**config.mk**
```make
export PLATFORM = sky130hd
export DESIGN_NAME = rs_pool
export DESIGN_NICKNAME = d
export VERILOG_FILES = /design/src/rtl/rs_pkg.sv /design/src/rtl/rs_pick.sv /design/src/rtl/rs_slot.sv /design/src/rtl/rs_pool.sv
export SDC_FILE = /design/constraint.sdc
export NUM_CORES = 1
export LEC_CHECK = 0
export BUFFER_PORTS_ARGS = -buffer_cell sky130_fd_sc_hd__buf_2
export CORE_ASPECT_RATIO = 1.1
export CORE_MARGIN = 2
export CORE_UTILIZATION = 61
export DETAILED_ROUTE_END_ITERATION = 8
export PLACE_DENSITY = 0.95
export SYNTH_ARGS = -nofsm -noshare
export SYNTH_HDL_FRONTEND = slang
export SYNTH_SLANG_ARGS = --single-unit
```
**constraint.sdc**
```tcl
create_clock -name clk -period 8.5 [get_ports clk]
set_input_delay 2.125 -clock clk [delete_from_list [all_inputs] [get_ports clk]]
set_output_delay 2.125 -clock clk [all_outputs]
set_load 0.02 [all_outputs]
```
**src/rtl/rs_pkg.sv**
```systemverilog
package rs_pkg;
    localparam int TAG_W  = 4;
    localparam int DATA_W = 16;
    localparam int OP_W   = 4;

    typedef logic [TAG_W-1:0]  tag_t;
    typedef logic [DATA_W-1:0] data_t;
    typedef logic [OP_W-1:0]   op_t;

    localparam tag_t TAG_NULL = '0;

    typedef struct packed {
        tag_t  tag;
        data_t val;
    } opnd_t;

    typedef struct packed {
        logic  busy;
        op_t   op;
        opnd_t a;
        opnd_t b;
    } slot_t;

    // Resolve one operand against the result bus.
    function automatic opnd_t snoop(opnd_t o, logic hit_v, tag_t hit_tag, data_t hit_val);
        opnd_t r;
        r = o;
        if (o.tag != TAG_NULL && hit_v && o.tag == hit_tag) begin
            r.tag = TAG_NULL;
            r.val = hit_val;
        end
        return r;
    endfunction

    function automatic logic opnd_ready(opnd_t o);
        return o.tag == TAG_NULL;
    endfunction

    // Fixed producer tag of a slot position.
    function automatic tag_t slot_tag(int idx);
        return tag_t'(idx + 1);
    endfunction
endpackage

```
**src/rtl/rs_pick.sv**
```systemverilog
module rs_pick #(
    parameter int N     = 2,
    localparam int IDX_W = (N > 1) ? $clog2(N) : 1
) (
    input  logic [N-1:0]     req,
    output logic             found,
    output logic [IDX_W-1:0] idx
);
    always_comb begin
        found = 1'b0;
        idx   = '0;
        for (int i = N - 1; i >= 0; i--) begin
            if (req[i]) begin
                found = 1'b1;
                idx   = IDX_W'(i);
            end
        end
    end
endmodule

```
**src/rtl/rs_slot.sv**
```systemverilog
module rs_slot
    import rs_pkg::*;
(
    input  logic  clk,
    input  logic  rst,
    input  logic  load,
    input  slot_t load_val,
    input  logic  release_i,
    input  logic  bus_valid,
    input  tag_t  bus_tag,
    input  data_t bus_val,
    output slot_t q
);
    always_ff @(posedge clk) begin
        if (rst) begin
            q <= '0;
        end else if (release_i) begin
            q <= '0;
        end else if (load) begin
            q <= load_val;
        end else if (q.busy) begin
            q.a <= snoop(q.a, bus_valid, bus_tag, bus_val);
            q.b <= snoop(q.b, bus_valid, bus_tag, bus_val);
        end
    end
endmodule

```
**src/rtl/rs_pool.sv**
```systemverilog
module rs_pool
    import rs_pkg::*;
#(
    parameter int NUM_SLOTS = 2
) (
    input  logic              clk,
    input  logic              rst,
    input  logic              iss_valid,
    input  logic [OP_W-1:0]   iss_op,
    input  logic [TAG_W-1:0]  iss_a_tag,
    input  logic [DATA_W-1:0] iss_a_val,
    input  logic [TAG_W-1:0]  iss_b_tag,
    input  logic [DATA_W-1:0] iss_b_val,
    output logic              iss_ready,
    output logic [TAG_W-1:0]  iss_dst_tag,
    input  logic              bus_valid,
    input  logic [TAG_W-1:0]  bus_tag,
    input  logic [DATA_W-1:0] bus_val,
    output logic              disp_valid,
    output logic [OP_W-1:0]   disp_op,
    output logic [DATA_W-1:0] disp_a,
    output logic [DATA_W-1:0] disp_b,
    output logic [TAG_W-1:0]  disp_tag,
    input  logic              disp_accept
);
    localparam int IDX_W = (NUM_SLOTS > 1) ? $clog2(NUM_SLOTS) : 1;

    slot_t              cur [NUM_SLOTS];
    logic [NUM_SLOTS-1:0] busy_vec;
    logic [NUM_SLOTS-1:0] rdy_vec;
    logic [IDX_W-1:0]   alloc_idx;
    logic [IDX_W-1:0]   sel_idx;
    logic               have_free;
    logic               iss_fire;
    logic               disp_fire;
    opnd_t              new_a;
    opnd_t              new_b;
    slot_t              new_slot;
    logic               new_ready;

    // Issue-side operands, with same-cycle bus forwarding.
    always_comb begin
        new_a     = snoop('{tag: iss_a_tag, val: iss_a_val}, bus_valid, bus_tag, bus_val);
        new_b     = snoop('{tag: iss_b_tag, val: iss_b_val}, bus_valid, bus_tag, bus_val);
        new_slot  = '{busy: 1'b1, op: iss_op, a: new_a, b: new_b};
        new_ready = opnd_ready(new_a) && opnd_ready(new_b);
    end

    rs_pick #(.N(NUM_SLOTS)) u_alloc (
        .req   (~busy_vec),
        .found (have_free),
        .idx   (alloc_idx)
    );

    assign iss_ready   = have_free;
    assign iss_fire    = iss_valid && have_free;
    assign iss_dst_tag = slot_tag(int'(alloc_idx));

    rs_pick #(.N(NUM_SLOTS)) u_sel (
        .req   (rdy_vec),
        .found (disp_valid),
        .idx   (sel_idx)
    );

    assign disp_fire = disp_valid && disp_accept;

    generate
        for (genvar i = 0; i < NUM_SLOTS; i++) begin : g_slot
            logic is_alloc;
            logic is_sel;
            assign is_alloc    = iss_fire && (alloc_idx == IDX_W'(i));
            assign is_sel      = disp_fire && (sel_idx == IDX_W'(i));
            assign busy_vec[i] = cur[i].busy;
            assign rdy_vec[i]  = cur[i].busy
                               ? (opnd_ready(cur[i].a) && opnd_ready(cur[i].b))
                               : (is_alloc && new_ready);

            rs_slot u_slot (
                .clk       (clk),
                .rst       (rst),
                .load      (is_alloc && !is_sel),
                .load_val  (new_slot),
                .release_i (is_sel && cur[i].busy),
                .bus_valid (bus_valid),
                .bus_tag   (bus_tag),
                .bus_val   (bus_val),
                .q         (cur[i])
            );
        end
    endgenerate

    // Stored slot wins its position; otherwise the bypassed issue is shown.
    always_comb begin
        if (cur[sel_idx].busy) begin
            disp_op = cur[sel_idx].op;
            disp_a  = cur[sel_idx].a.val;
            disp_b  = cur[sel_idx].b.val;
        end else begin
            disp_op = new_slot.op;
            disp_a  = new_slot.a.val;
            disp_b  = new_slot.b.val;
        end
        disp_tag = slot_tag(int'(sel_idx));
    end
endmodule

```
Word level (Yosys, flattened, before mapping)
Cells that the tools add are included.
{"block": "op_classes", "n_addsub": 2, "magnitude_cmp": 1, "eq_ne": 6, "mux": 24, "bitwise_logic": 4, "n_reduce_logical": 53}
{"operator": "40-bit 2-to-1 mux", "n": 4}
{"operator": "45-bit 2-to-1 mux", "n": 3}
{"operator": "20-bit 2-to-1 mux", "n": 6}
{"operator": "16-bit 2-to-1 mux", "n": 2}
{"operator": "1-bit logical AND", "n": 27}
{"operator": "4-bit equality test", "n": 6}
{"operator": "4-bit zero test", "n": 6}
{"operator": "4-bit nonzero test", "n": 6}
{"operator": "2-bit nonzero test", "n": 6}
{"operator": "1-bit 2-to-1 mux", "n": 8}
{"operator": "2-bit AND reduction", "n": 4}
{"operator": "1-bit by 1-bit adder with 2-bit output, second input constant", "n": 2}
{"operator": "4-bit 2-to-1 mux", "n": 1}
{"operator": "2-bit OR reduction", "n": 2}
{"operator": "2-bit greater-or-equal comparator, second input constant", "n": 1}
{"operator": "1-bit zero test", "n": 2}
{"operator": "1-bit NOT", "n": 2}
{"operator": "1-bit NOT with 2-bit output", "n": 1}
{"operator": "2-bit NOT", "n": 1}
{"block": "totals", "ff_bits": 90, "inputBits": 69, "elab_cells": 102}

Longest topological paths before layout
Gate-level depths: netlist (run 1).
{"block": "logic_depth", "ltp_word": 16, "depth_mapped": 11, "mapped_depth_nobuf": 7}

By module
From an unflattened synthesis (run 1), not the netlist that was laid out.
{"block": "hier_totals", "cells_unflattened": 753, "area_unflattened_um2": 6635.1}
{"mod": "rs_slot", "n_inst": 2, "cells_each": 265, "area_per_inst_um2": 2447.3, "seq_area_each_um2": 900.9}
{"mod": "rs_pool", "n_inst": 1, "cells_each": 219, "area_per_inst_um2": 1710.4, "seq_area_each_um2": 0.0}
{"mod": "rs_pick", "n_inst": 2, "cells_each": 2, "area_per_inst_um2": 15.0, "seq_area_each_um2": 0.0}

Least setup slack after synthesis (run 1)
OpenSTA, ideal clock, no wires.
{"block": "synth_path", "path_type": "input to output", "start": "in bus_tag[0]", "end": "out disp_a[10]", "arrival_time_ns": 3.986, "t_required_ns": 6.375, "setup_slack_ns": 2.389, "path_stages": 8, "path_buffers": 2, "cell_sequence": "buf_6 or2_2 nand2b_4 a21oi_2 buf_6 mux2_2 o211ai_1 o21ai_0"}
{"block": "synth_between", "elab_chain_len": 14, "elab_cells_between_ends": 20, "classes_between": "eq/ne: 2; mux: 10; bitwise: 1; reduce/logical: 7"}
{"item": "start, declared", "line": "rs_pool.sv:17", "rtl": "input logic [TAG_W-1:0] bus_tag,"}
{"item": "4-bit equality test", "line": "rs_pkg.sv:28", "rtl": "if (o.tag != TAG_NULL && hit_v && o.tag == hit_tag) begin"}
{"item": "1-bit logical AND", "line": "rs_pkg.sv:28"}
{"item": "20-bit 2-to-1 mux", "line": "rs_pkg.sv:28"}
{"item": "4-bit zero test", "line": "rs_pkg.sv:36", "rtl": "return o.tag == TAG_NULL;"}
{"item": "1-bit logical AND", "line": "rs_pool.sv:46", "rtl": "new_ready = opnd_ready(new_a) && opnd_ready(new_b);"}
{"item": "1-bit logical AND", "line": "rs_pool.sv:76", "rtl": ": (is_alloc && new_ready);"}
{"item": "1-bit 2-to-1 mux", "line": "rs_pool.sv:75", "rtl": "? (opnd_ready(cur[i].a) && opnd_ready(cur[i].b))"}
{"item": "1-bit 2-to-1 mux (2 in a row)", "line": "rs_pick.sv:13", "rtl": "if (req[i]) begin"}
{"item": "1-bit NOT with 2-bit output (not written as such)", "line": "rs_pool.sv:94, rs_pool.sv:96"}
{"item": "45-bit 2-to-1 mux (3 in a row)"}
{"item": "16-bit 2-to-1 mux *", "line": "rs_pool.sv:94", "rtl": "if (cur[sel_idx].busy) begin"}
{"item": "end, declared", "line": "rs_pool.sv:21", "rtl": "output logic [DATA_W-1:0] disp_a,"}
Mark *: on every way between the ends. The rest lies on a longest branch, timed or not. The select of a mux whose other input is x is not followed.

Worst setup path in the final report (run 1)
{"block": "layout_path", "start": "in bus_tag[2]", "end": "out disp_b[10]"}
{"block": "layout_between", "elab_chain_len": 14, "elab_cells_between_ends": 20, "classes_between": "eq/ne: 2; mux: 10; bitwise: 1; reduce/logical: 7"}
{"item": "4-bit equality test", "line": "rs_pkg.sv:28"}
{"item": "1-bit logical AND", "line": "rs_pkg.sv:28"}
{"item": "20-bit 2-to-1 mux", "line": "rs_pkg.sv:28"}
{"item": "4-bit zero test", "line": "rs_pkg.sv:36"}
{"item": "1-bit logical AND", "line": "rs_pool.sv:46"}
{"item": "1-bit logical AND", "line": "rs_pool.sv:76"}
{"item": "1-bit 2-to-1 mux", "line": "rs_pool.sv:75"}
{"item": "1-bit 2-to-1 mux (2 in a row)", "line": "rs_pick.sv:13"}
{"item": "1-bit NOT with 2-bit output (not written as such)", "line": "rs_pool.sv:94, rs_pool.sv:97"}
{"item": "45-bit 2-to-1 mux (not written as such) (3 in a row)", "line": "rs_pool.sv:97", "rtl": "disp_b = cur[sel_idx].b.val;"}
{"item": "16-bit 2-to-1 mux *", "line": "rs_pool.sv:94"}
{"item": "end, declared", "line": "rs_pool.sv:22", "rtl": "output logic [DATA_W-1:0] disp_b,"}
Marked as above.

==> results of run 1 <==
==> final timing paths <==
path | start | to | slack, ps | cells after the start
setup / recovery | bus_tag[2] | disp_b[10] | 1630 | 10
hold / removal | g_slot[1].u_slot.q[40]$_SDFFE_PP0N_ | g_slot[1].u_slot.q[40]$_SDFFE_PP0N_ | 480 | 2
setup reg to reg | g_slot[0].u_slot.q[44]$_SDFFE_PP0N_ | g_slot[1].u_slot.q[34]$_SDFFE_PP0P_ | 5330 | 8
hold reg to reg | g_slot[1].u_slot.q[40]$_SDFFE_PP0N_ | g_slot[1].u_slot.q[40]$_SDFFE_PP0N_ | 480 | 2
==> layout by cell type, fill, tap and decap left out, drive strengths merged, types with 5 or more instances in the layout <==
master	count
o21ai	45
nor2b	5
o211ai	33
clkbuf	9
nor3	42
inv	6
a21oi	19
a211oi	64
xor2	8
nand2b	42
nor2	38
mux2	32
a31oi	5
buf	117
nand2	22
mux2i	97
nand3	22
a41o	5
xnor2	10
and3	7
dfxtp	90
nand4	9
==> power by group through the flow <==
| stage | logic (mW) | clock network [mW] | registers, mW |
|---|---|---|---|
| floorplan | 0.273 | 0 | 0.481 |
| global placement | 0.352 | 0 | 0.485 |
| detailed placement | 0.364 | 0 | 0.488 |
| CTS | 0.367 | 0.339 | 0.478 |
| global route | 0.400 | 0.359 | 0.483 |
| finish | 0.372 | 0.338 | 0.479 |
==> routing by layer <==
layer,up-vias,global-route usage,part of all wire
met5,-,0,0
met4,0,0.113,0.029
met3,42,0.0567,0.087
met2,344,0.534,0.49
met1,2879,0.413,0.40
li1,2731,-,-
==> cell type report <==
| type | instances | area (sq um) | area share |
|---|---|---|---|
| well taps | 120 | 150 | 0.0218 |
| multi-input cells | 540 | 4100 | 0.595 |
| clock inverters | 7 | 101 | 0.0147 |
| inverters | 4 | 15.0 | 0.00218 |
| flip-flops and latches | 90 | 1800 | 0.261 |
| clock buffers | 9 | 124 | 0.0180 |
| repair buffers | 117 | 603 | 0.0874 |
==> cell families (layout without fill, tap and decap cells) <==
logic type,count (synthesis),after routing,synth area share
AND/OR/NAND/NOR,204,204,0.170
AO/OA/AOI/OAI,185,185,0.235
multiplexers,129,129,0.211
flip-flops,90,90,0.285
buffers and inverters,76,137,0.0695
XOR/XNOR,18,18,0.0285
other,1,4,0.000594
==> worst max-delay path: stages <==
cell	delay (ps)
buf_2	220
xnor2_1	180
nand4_1	210
o221ai_2	320
nand3_1	290
o211ai_4	210
buf_4	550
o211ai_1	180
o21ai_0	200
buf_2	240
==> per-stage QoR <==
step                setup slack [ps]  instance area (sq um)
floorplan                       2390                   6330
global placement                1830                   6670
detailed placement              1730                   6670
CTS                             1710                   6900
global route                    1460                   6900
finish                          1630                   6900
==> impl_metrics.json, run 1 <==
{
  "peakVddDrop_mv": 0.112,
  "dp_cells": 871,
  "drv_cap": 0,
  "grt_usage": 0.320,
  "slew_violations": 0,
  "antennaDiodeCount": 0,
  "reg_top3": "g_slot.u_slot.q x90",
  "synth-seq-cells": 90,
  "antenna_found_initial": 1,
  "status": "complete, no violations",
  "worstPathArrival_ps": 4750,
  "largest_reg_flops": 90,
  "post_cts_resized": 0,
  "synth-edff-count": 0,
  "skew_ps": 7.63,
  "post_drt_wl_per_cell_um": 20.2,
  "p_seq_frac": 0.403,
  "core_area_sq_um": 9980,
  "hold_path.class": "reg -> reg",
  "period_share": 0.809,
  "clkTransAtPathRegs_ps": 100,
  "clock_latency_ps": 380,
  "cts_tree": "yes",
  "wl_mm": 17.9,
  "ant_nets": 0,
  "syn-cell-area_sq_um": 6320,
  "cp-end-kind": "primary output",
  "die-height_um": 111,
  "comb_power_share": 0.313,
  "grt_start_max_net_pins": 75,
  "cts_setup_buffers": 0,
  "drt_iter0_markers": 476,
  "cts_root_buf": "clkbuf_8",
  "yosys_warnings": 0,
  "clkPwrFrac": 0.284,
  "synth_most_common_cell": "mux2i_1",
  "grt_pass1_wl_mm": 29.1,
  "hold_buffers": 0,
  "grt_pass1_vias": 5835,
  "grt_overflow": 0,
  "portBuffers": 110,
  "nNetsFinal": 831,
  "fin_util": 0.691,
  "min_period_ps": 6870,
  "required_ps": 6380,
  "numCtsBuffers": 9,
  "setup_viol_count_final": 0,
  "die_x_um": 101,
  "path_class": "in -> out",
  "cts_sinks": 90,
  "p_total_mw": 1.19,
  "fmax_ghz": 0.145,
  "gp_congestion": 0.944,
  "vias_per_cell": 6.76,
  "holdWs_ps": 477,
  "internal-power_mw": 0.767,
  "p_switching_mw": 0.422,
  "yosys.area.top_type": "dfxtp_1",
  "switching_share": 0.355,
  "rsz0062_at_grt": "no",
  "top_register": "g_slot.u_slot.q",
  "htree_levels": 3,
  "rows": 38,
  "crit_fanout": 62,
  "nFillCells": 759,
  "synthTopCellsByCount": "mux2i_1, dfxtp_1, o21ai_0",
  "clock_path_buffers": 2,
  "synth_seq_area_share": 0.285,
  "power_density_nw_per_um2": 172,
  "slew_headroom": 0.189,
  "die_area_sq_um": 11200,
  "avgSynthCellArea_sq_um": 8.99,
  "fin_setup_tns_ps": 0,
  "tightest_slew_ps": 1220,
  "drc_errors": 0,
  "synthDistinctLibCells": 52,
  "synth_cells": 703,
  "final_cells": 887,
  "start_util": 0.633,
  "ioPinCount": 115,
  "power_leakage_nw": 3.16,
  "syn_to_final_growth_pct": 9.21,
  "synth_ff_type": "dfxtp_1",
  "post-dp-hpwl_mm": 11.6,
  "vias": 5996,
  "async_flop_share": 0,
  "finalHoldViolCount": 0,
  "drive_above_1_share": 0.296,
  "yosysTopAreaCellShare": 0.285,
  "synth.area.top_cells": "dfxtp_1, mux2i_1, a211oi_2",
  "firstDrtPassIters": 5,
  "worstSetupStartpointType": "input pin"
}
Note: power is estimated with default switching activity, not from simulation.
==> inputs of run 2 (changes only) <==
--- a/config.mk
+++ b/config.mk
@@ -8,9 +8,9 @@
 export BUFFER_PORTS_ARGS = -buffer_cell sky130_fd_sc_hd__buf_2
 export CORE_ASPECT_RATIO = 1.1
 export CORE_MARGIN = 2
-export CORE_UTILIZATION = 61
+export CORE_UTILIZATION = 57
 export DETAILED_ROUTE_END_ITERATION = 8
-export PLACE_DENSITY = 0.95
+export PLACE_DENSITY = 0.92
 export SYNTH_ARGS = -nofsm -noshare
 export SYNTH_HDL_FRONTEND = slang
 export SYNTH_SLANG_ARGS = --single-unit
==> constraint.sdc (replaced) <==
create_clock -name clk -period 6.8 [get_ports clk]
set_input_delay 1.7 -clock clk [delete_from_list [all_inputs] [get_ports clk]]
set_output_delay 1.7 -clock clk [all_outputs]
set_load 0.02 [all_outputs]
==> run 2 against run 1 <==
Cell area grew 2.7%. Critical endpoint is now disp_a[7]. Highest routed layer unchanged. Worst setup slack lost 800 ps. First-iteration DRC count shrank 19%. Via count shrank 4.2%. Largest power group unchanged. Die area grew 6.7%. Worst hold slack lost 21 ps. Sequential share of layout area shrank 0.69 points.
==> impl_metrics.json, run 2 (synthesis results as in run 1) <==
{
  "peakVddDrop_mv": 0.130,
  "cts_tree": "yes",
  "portBuffers": 110,
  "status": "complete, no violations",
  "nNetsFinal": 836,
  "cp_cell_sequence": "buf_2 > xnor2_1 > nand4_1 > o221ai_2 > and3_1 > o211ai_4 > buf_4 > o211ai_1 > o21ai_0 > buf_2",
  "r2r_setup_slack_ps": 3590,
  "fin_setup_tns_ps": 0,
  "numCtsBuffers": 9,
  "cp_num_buf_inv": 3,
  "slew_violations": 0,
  "ioPinCount": 115,
  "crit_top_cell": "buf_2",
  "cts_setup_buffers": 0,
  "die-height_um": 114,
  "grt_pass1_vias": 5294,
  "r2r_cells": 8,
  "required_ps": 5100,
  "finalHoldViolCount": 0,
  "worstSetupStartpointType": "input pin",
  "post_drt_wl_per_cell_um": 18.3,
  "htree_levels": 3,
  "hold_path.class": "reg -> reg",
  "cp-end-kind": "primary output",
  "largest_reg_flops": 90,
  "path_class": "in -> out",
  "final_cell_mix": "buf_2, mux2i_1, dfxtp_1",
  "grt_usage": 0.280,
  "hold_buffers": 0,
  "die_area_sq_um": 11900,
  "drt_iter0_markers": 387,
  "syn_to_final_growth_pct": 12.2,
  "r2r_end": "g_slot[1].u_slot.q[4]$_SDFFE_PP0P_",
  "post-dp-hpwl_mm": 11.1,
  "cp_top_family": "compound AO/OA/AOI/OAI gates",
  "hold_end": "g_slot[1].u_slot.q[43]$_SDFFE_PP0N_",
  "r2r-start": "g_slot[0].u_slot.q[44]$_SDFFE_PP0N_",
  "post_cts_resized": 0,
  "reg_top3": "g_slot.u_slot.q x90",
  "vias": 5746,
  "setup_viol_count_final": 0,
  "crit_slowest_cell": "o211ai_4",
  "crit_fanout": 44,
  "die_x_um": 104,
  "start_util": 0.582,
  "drive_above_1_share": 0.301,
  "cts_root_buf": "clkbuf_16",
  "wl_mm": 16.8,
  "gp_congestion": 0.941,
  "fmax_ghz": 0.167,
  "ant_nets": 0,
  "grt_start_max_net_pins": 75,
  "grt_overflow": 0,
  "clock_latency_ps": 340,
  "slew_headroom": 0.200,
  "top_register": "g_slot.u_slot.q",
  "antennaDiodeCount": 0,
  "drv_cap": 0,
  "grt_pass1_wl_mm": 27.3,
  "rsz0062_at_grt": "no",
  "min_period_ps": 5970,
  "power_leakage_nw": 3.25,
  "p_total_mw": 1.63,
  "cts_sinks": 90,
  "clkTransAtPathRegs_ps": 60,
  "skew_ps": 4.00,
  "power_density_nw_per_um2": 230,
  "rows": 40,
  "antenna_found_initial": 0,
  "nFillCells": 942,
  "clock_path_buffers": 2,
  "drc_errors": 0,
  "period_share": 0.878,
  "final_common_cell": "buf_2",
  "min_from": "g_slot[1].u_slot.q[43]$_SDFFE_PP0N_",
  "worstPathArrival_ps": 4270,
  "firstDrtPassIters": 5,
  "worst_hold_path.num_cells": 2,
  "tightest_slew_ps": 1200,
  "fin_util": 0.653,
  "vias_per_cell": 6.25,
  "slowest_delay_ps": 840,
  "core_area_sq_um": 10900
}
run 2: how the worst max path moves through the flow:
stage | startpoint | to | depth (start not counted)
floorplan | bus_tag[0] | disp_a[10] | 8
global placement | bus_tag[1] | disp_a[3] | 10
detailed placement | bus_tag[1] | disp_a[6] | 10
CTS | bus_tag[1] | disp_a[6] | 10
global route | bus_tag[3] | disp_b[8] | 10
finish | bus_tag[1] | disp_a[7] | 10
run 2: tightest hold or removal path, cell delays in order, from the launching register on:
cell     delay, ps
dfxtp_1        310
nand2_1         50
a21oi_1         50
run 2: metal layers:
layer	GRT usage	vias to the layer above	routed length, um
met5	0	-	0
li1	-	2742	-
met3	0.0410	31	1150
met4	0.105	0	397
met2	0.493	249	8300
met1	0.347	2724	6960
run 2: where the power goes:
| part | internal (mW) | total [mW] | switching (mW) | leakage (nW) |
|---|---|---|---|---|
| registers | 0.573 | 0.599 | 0.0264 | 0.740 |
| logic | 0.178 | 0.458 | 0.281 | 2.34 |
| clock network | 0.359 | 0.571 | 0.212 | 0.166 |
| total | 1.11 | 1.63 | 0.519 | 3.25 |
run 2: layout make-up:
class                   instances  area (sq um)  share of cell area
inverters                       4          15.0             0.00212
multi-input cells             540          4100               0.579
flip-flops and latches         90          1800               0.254
clock inverters                 7           116              0.0164
clock buffers                   9           225              0.0318
well taps                     147           184              0.0260
repair buffers                122           641              0.0904
run 2: stage by stage:
stage | hold slack [ps] | instances | setup slack, ps | cell area (sq um)
2_1_floorplan | 437 | 706 | 1540 | 6330
3_3_place_gp | 442 | 903 | 867 | 6750
3_5_place_dp | 448 | 903 | 840 | 6750
4_1_cts | 457 | 919 | 846 | 7090
5_1_grt | 482 | 919 | 604 | 7090
6_report | 456 | 919 | 829 | 7090
